===== src/rtl/psch_pkg.sv =====
package psch_pkg;
  // Width of a flit's priority tag and the number of levels it encodes
  localparam int unsigned LVL_W = 2;
  localparam int unsigned N_LVL = 1 << LVL_W;
endpackage


===== src/rtl/psch_rr_level.sv =====
// Round-robin picker for one priority level, with its own pointer.
module psch_rr_level #(
  parameter int unsigned N_REQ = 4,
  localparam int unsigned IDX_W = (N_REQ > 1) ? $clog2(N_REQ) : 1
) (
  input  logic             clk,
  input  logic             rst_n,
  input  logic [N_REQ-1:0] cand,
  input  logic             adv,
  output logic [N_REQ-1:0] pick
);

  logic [IDX_W-1:0] ptr_q;
  logic [IDX_W-1:0] ptr_d;
  logic [IDX_W-1:0] pick_idx;
  logic             found;

  function automatic int unsigned wrap_idx(input int unsigned base, input int unsigned off);
    return (base + off) % N_REQ;
  endfunction

  // search upward from the pointer, first candidate wins
  always_comb begin
    pick     = '0;
    pick_idx = '0;
    found    = 1'b0;
    for (int unsigned k = 0; k < N_REQ; k++) begin
      if (!found && cand[wrap_idx(int'(ptr_q), k)]) begin
        found                         = 1'b1;
        pick[wrap_idx(int'(ptr_q), k)] = 1'b1;
        pick_idx                      = IDX_W'(wrap_idx(int'(ptr_q), k));
      end
    end
  end

  always_comb begin
    ptr_d = ptr_q;
    if (adv && found) begin
      if (pick_idx == IDX_W'(N_REQ - 1)) ptr_d = '0;
      else                               ptr_d = pick_idx + 1'b1;
    end
  end

  always_ff @(posedge clk or negedge rst_n) begin
    if (!rst_n)   ptr_q <= '0;
    else if (adv) ptr_q <= ptr_d;
  end

endmodule


===== src/rtl/psch_credit_bank.sv =====
// Per-level credit counters with spend and reload.
module psch_credit_bank
  import psch_pkg::*;
#(
  parameter int unsigned           CRED_W  = 4,
  parameter logic [N_LVL*CRED_W-1:0] WEIGHTS = '1
) (
  input  logic             clk,
  input  logic             rst_n,
  input  logic             take,
  input  logic             reload,
  input  logic [LVL_W-1:0] lvl,
  output logic [N_LVL-1:0] has_cred
);

  for (genvar l = 0; l < N_LVL; l++) begin : g_lvl
    localparam logic [CRED_W-1:0] WT = WEIGHTS[l*CRED_W +: CRED_W];
    logic [CRED_W-1:0] cred_q;
    logic [CRED_W-1:0] cred_d;
    logic              hit;
    logic              en;

    assign hit = take && (lvl == LVL_W'(l));
    assign en  = reload || hit;

    always_comb begin
      cred_d = cred_q;
      if (reload)   cred_d = hit ? (WT - 1'b1) : WT;
      else if (hit) cred_d = cred_q - 1'b1;
    end

    always_ff @(posedge clk or negedge rst_n) begin
      if (!rst_n)  cred_q <= WT;
      else if (en) cred_q <= cred_d;
    end

    assign has_cred[l] = (cred_q != '0);
  end

endmodule


===== src/rtl/psch_level_sel.sv =====
// Picks the highest level set in the eligibility mask.
module psch_level_sel
  import psch_pkg::*;
(
  input  logic [N_LVL-1:0] ok,
  output logic [LVL_W-1:0] win_lvl
);

  always_comb begin
    win_lvl = '0;
    for (int unsigned l = 0; l < N_LVL; l++) begin
      if (ok[l]) win_lvl = LVL_W'(l);
    end
  end

endmodule


===== src/rtl/prio_rr_sched.sv =====
module prio_rr_sched
  import psch_pkg::*;
#(
  parameter int unsigned N_REQ  = 4,
  parameter int unsigned CRED_W = 4,
  parameter int unsigned WT_L0  = 1,
  parameter int unsigned WT_L1  = 2,
  parameter int unsigned WT_L2  = 3,
  parameter int unsigned WT_L3  = 4
) (
  input  logic                   clk,
  input  logic                   rst_n,
  input  logic [N_REQ-1:0]       req,
  input  logic [LVL_W*N_REQ-1:0] prio,
  input  logic                   accept,
  output logic [N_REQ-1:0]       gnt,
  output logic                   gnt_vld
);

  localparam logic [N_LVL*CRED_W-1:0] WT_VEC =
    {CRED_W'(WT_L3), CRED_W'(WT_L2), CRED_W'(WT_L1), CRED_W'(WT_L0)};

  logic [N_LVL-1:0][N_REQ-1:0] cand;
  logic [N_LVL-1:0][N_REQ-1:0] pick;
  logic [N_LVL-1:0]            lvl_any;
  logic [N_LVL-1:0]            has_cred;
  logic [N_LVL-1:0]            live;
  logic [N_LVL-1:0]            ok;
  logic [N_LVL-1:0]            adv;
  logic [LVL_W-1:0]            win_lvl;
  logic                        lone;
  logic                        need_reload;
  logic                        fire;
  logic                        take;
  logic                        reload;

  // sort requesters into levels
  for (genvar l = 0; l < N_LVL; l++) begin : g_cand
    for (genvar i = 0; i < N_REQ; i++) begin : g_req
      assign cand[l][i] = req[i] && (prio[i*LVL_W +: LVL_W] == LVL_W'(l));
    end
    assign lvl_any[l] = |cand[l];
    assign live[l]    = lvl_any[l] && has_cred[l];
  end

  assign lone        = $onehot(req);
  assign need_reload = (|req) && !(|live);
  assign ok          = (lone || need_reload) ? lvl_any : live;

  psch_level_sel u_sel (
    .ok      (ok),
    .win_lvl (win_lvl)
  );

  assign gnt     = pick[win_lvl];
  assign gnt_vld = |req;

  assign fire   = accept && gnt_vld;
  assign take   = fire && !lone;
  assign reload = take && need_reload;

  for (genvar l = 0; l < N_LVL; l++) begin : g_rr
    assign adv[l] = fire && (win_lvl == LVL_W'(l));
    psch_rr_level #(.N_REQ(N_REQ)) u_rr (
      .clk   (clk),
      .rst_n (rst_n),
      .cand  (cand[l]),
      .adv   (adv[l]),
      .pick  (pick[l])
    );
  end

  psch_credit_bank #(.CRED_W(CRED_W), .WEIGHTS(WT_VEC)) u_cred (
    .clk      (clk),
    .rst_n    (rst_n),
    .take     (take),
    .reload   (reload),
    .lvl      (win_lvl),
    .has_cred (has_cred)
  );

endmodule


===== config.mk =====
export PLATFORM = sky130hd
export DESIGN_NAME = prio_rr_sched
export DESIGN_NICKNAME = d
export VERILOG_FILES = /design/src/rtl/psch_pkg.sv /design/src/rtl/psch_rr_level.sv /design/src/rtl/psch_credit_bank.sv /design/src/rtl/psch_level_sel.sv /design/src/rtl/prio_rr_sched.sv
export SDC_FILE = /design/constraint.sdc
export NUM_CORES = 1
export LEC_CHECK = 0
export BUFFER_PORTS_ARGS = -buffer_cell sky130_fd_sc_hd__buf_4
export CAP_MARGIN = 25
export CORE_UTILIZATION = 65
export CTS_CLUSTER_SIZE = 28
export DETAILED_ROUTE_END_ITERATION = 16
export PLACE_DENSITY = 0.85
export SLEW_MARGIN = 20
export SYNTH_ARGS = -nofsm -noshare
export SYNTH_HDL_FRONTEND = slang
export SYNTH_HIERARCHICAL = 1
export SYNTH_SLANG_ARGS = --single-unit
export TNS_END_PERCENT = 30

===== constraint.sdc =====
create_clock -name clk -period 6.99 [get_ports clk]
set_input_delay 1.0485 -clock clk [delete_from_list [all_inputs] [get_ports clk]]
set_output_delay 1.0485 -clock clk [all_outputs]
set_load 0.02 [all_outputs]

==> results.tsv <==
stage	metric	value	unit
timing	endpoints failing hold	0	
detailed_routing	Vias	3010	
worst_setup_path	Crit path depth	12	
timing	min cycle time layout	5322	ps
placement	Post-DP HPWL	5680	um
final_layout	register area	606.8	sq um
worst_setup_path	worst-path cell chain	buf_4, inv_1, fa_1, inv_1, ha_1, ha_1, nor3b_1, nor2_1, o22ai_1, a21o_1, mux4_2, buf_4	
worst_setup_path	Crit Path Max Fanout	15	
worst_setup_path	worst r2r src	u_cred/g_lvl[1].cred_q[0]	
pwr	VDD IR max	0.2585	mV
synthesis	post-synthesis average cell area	9.659	sq um
synthesis	Synth warnings	6	
pwr	Pleak	1.496	nW
worst_setup_path	data arrival time of the worst path	4270	ps
timing	fin. max-slew vios	0	
final_layout	most common cell after layout, fill and taps aside	a22oi_1	
final_layout	# diodes	0	
worst_setup_path	startpoint types	input pin	
timing	Worst-Margin Slew	913.0	ps
worst_setup_path	R2R Path End	u_cred/g_lvl[2].cred_q[3]	
die	initial core utilization	0.6973	
detailed_routing	1st-iter DRT viols	370	
pwr	P per Cell Area	351.5	nW/um^2
synthesis	Cells after Synth	350	
flow_run	max cap viols	0	
worst_setup_path	delay-heaviest family, CP	adder cells	
outcome	status	completed	
timing	Slew HR	0.3900	
pwr	Design Power	1.266	mW
worst_setup_path	CP Data Required Time	5940	ps
timing	achievable clock frequency	187.9	MHz
global_routing	initial antenna violation count	0	
worst_setup_path	crit path from	req[0]	
worst_setup_path	crit path kind	input pin to output port	
final_layout	commonest non-fill, non-tap cells in the layout	a22oi_1, ha_1, inv_1	
final_layout	area of the multi-input gates	2603	sq um
worst_setup_path	reg2reg setup slack	3740	ps
worst_setup_path	CP Capture Type	output port	
global_routing	total gr overflow	0	
global_routing	Total GRT Usage	0.2986	
worst_setup_path	Worst Setup EP	gnt[2]	
worst_setup_path	slowest CP cell	a21o_1	
cts	Setup Fix Bufs, Post-CTS	0	
die	Rows	25	
cts	CTS Buf Count	3	
die	IO Pins	20	
timing	period utilization	0.7614	
worst_setup_path	Reg2Reg Depth	10	
min_path	worst min-delay path category	register to register	
cts	H-tree levels	1	
die	floorplan core area	4848	sq um
detailed_routing	drt drc	0	
timing	Setup TNS	0	ps
placement	Final GP Congestion	0.9215	
synthesis	synthesized area	3381	sq um
cts	cts repair resizes	0	
cts	CTS tree	yes	
global_routing	vias in the first global route	2796	
final_layout	Final #Nets	407	
detailed_routing	WL/cell	18.16	um
final_layout	fraction of layout cells with a size suffix above 1	0.1884	
cts	Max clock buf depth	2	
timing	final setup vio count	0	
detailed_routing	Detail Route Antenna Nets	0	
die	Die Area	5494	sq um
cts	Root Driver	clkbuf_8	
timing	Fin Clk Skew	1.642	ps
final_layout	area grow syn2layout	6.514	%
cts	hold_buf cts	0	
cts	clk_lat worst skew	270	ps
detailed_routing	Routed WL	7771	um
final_layout	fill cell count	328	
global_routing	largest net degree at the start of global routing	25	
detailed_routing	First-pass DRT Iterations	6	
timing	RSZ-0062 raised after global routing	false	
detailed_routing	DR vias/cell	7.033	
placement	Post-Place Worst Slack	1725	ps
synthesis	Syn Nets	395	
cts	CTS clock-pin slew for the worst setup and hold paths	90	ps
die	Die X	74.12	um
die	Die H	74.12	um
cts	CTS Sinks	24	
worst_setup_path	CP bufs+invs	4	
placement	port bufs	19	
worst_setup_path	worst stage delay on the critical path	590	ps
global_routing	first-pass GRT wire length	12820	um
timing	Setup WS post-layout	1668	ps
routing by layer:
| metal | global-route usage | wire (um) | share of wire |
|---|---|---|---|
| met1 | 0.4005 | 3287 | 0.42 |
| met2 | 0.4990 | 3820 | 0.49 |
| met3 | 0.03523 | 534 | 0.069 |
| met4 | 0.1068 | 129 | 0.017 |
| met5 | 0 | 0 | 0 |
worst min-delay path: cells and delay by family (launching register included):
family	cells	cell delay [ps]
AND/OR/NAND/NOR	1	110
XOR/XNOR	1	80
flip-flops	1	390
through the flow:
stage | area (sq um) | hold WS (ps) | util | std cells
6_report | 3601 | 564.6 | 0.7427 | 428
5_1_grt | 3601 | 592.9 | 0.7427 | 428
4_1_cts | 3601 | 569.3 | 0.7427 | 428
3_5_place_dp | 3530 | 549.4 | 0.7280 | 424
3_3_place_gp | 3530 | 533.5 | 0.7280 | 424
2_1_floorplan | 3381 | 511.8 | - | 350
layout make-up:
type,count,share of cell area
clock buffers,3,0.01147
flip-flops and latches,24,0.1685
multi-input cells,289,0.7227
inverters,25,0.02606
well taps,67,0.02328
clock inverters,1,0.008339
repair buffers,19,0.03961
registers in the layout, summed over array words and instances (netlist names):
name                 count
u_cred/g_lvl.cred_q     16
g_rr.u_rr/ptr_q          8
worst min-delay path by stage:
stage                              startpoint                         to  slack [ps]  depth (start not counted)
finish              u_cred/g_lvl[2].cred_q[0]  u_cred/g_lvl[2].cred_q[0]         560                          2
global route        u_cred/g_lvl[3].cred_q[1]  u_cred/g_lvl[3].cred_q[1]         590                          1
detailed placement  u_cred/g_lvl[1].cred_q[3]  u_cred/g_lvl[1].cred_q[3]         550                          2
global placement    u_cred/g_lvl[1].cred_q[3]  u_cred/g_lvl[1].cred_q[3]         530                          2
floorplan           u_cred/g_lvl[1].cred_q[2]  u_cred/g_lvl[1].cred_q[2]         510                          2
CTS                 u_cred/g_lvl[2].cred_q[0]  u_cred/g_lvl[2].cred_q[0]         570                          2
where the power goes:
part           internal (mW)  switching, mW
registers              0.211          0.113
clock network         0.0766         0.0475
logic                  0.379          0.438
Note: power is estimated with default switching activity, not from simulation.
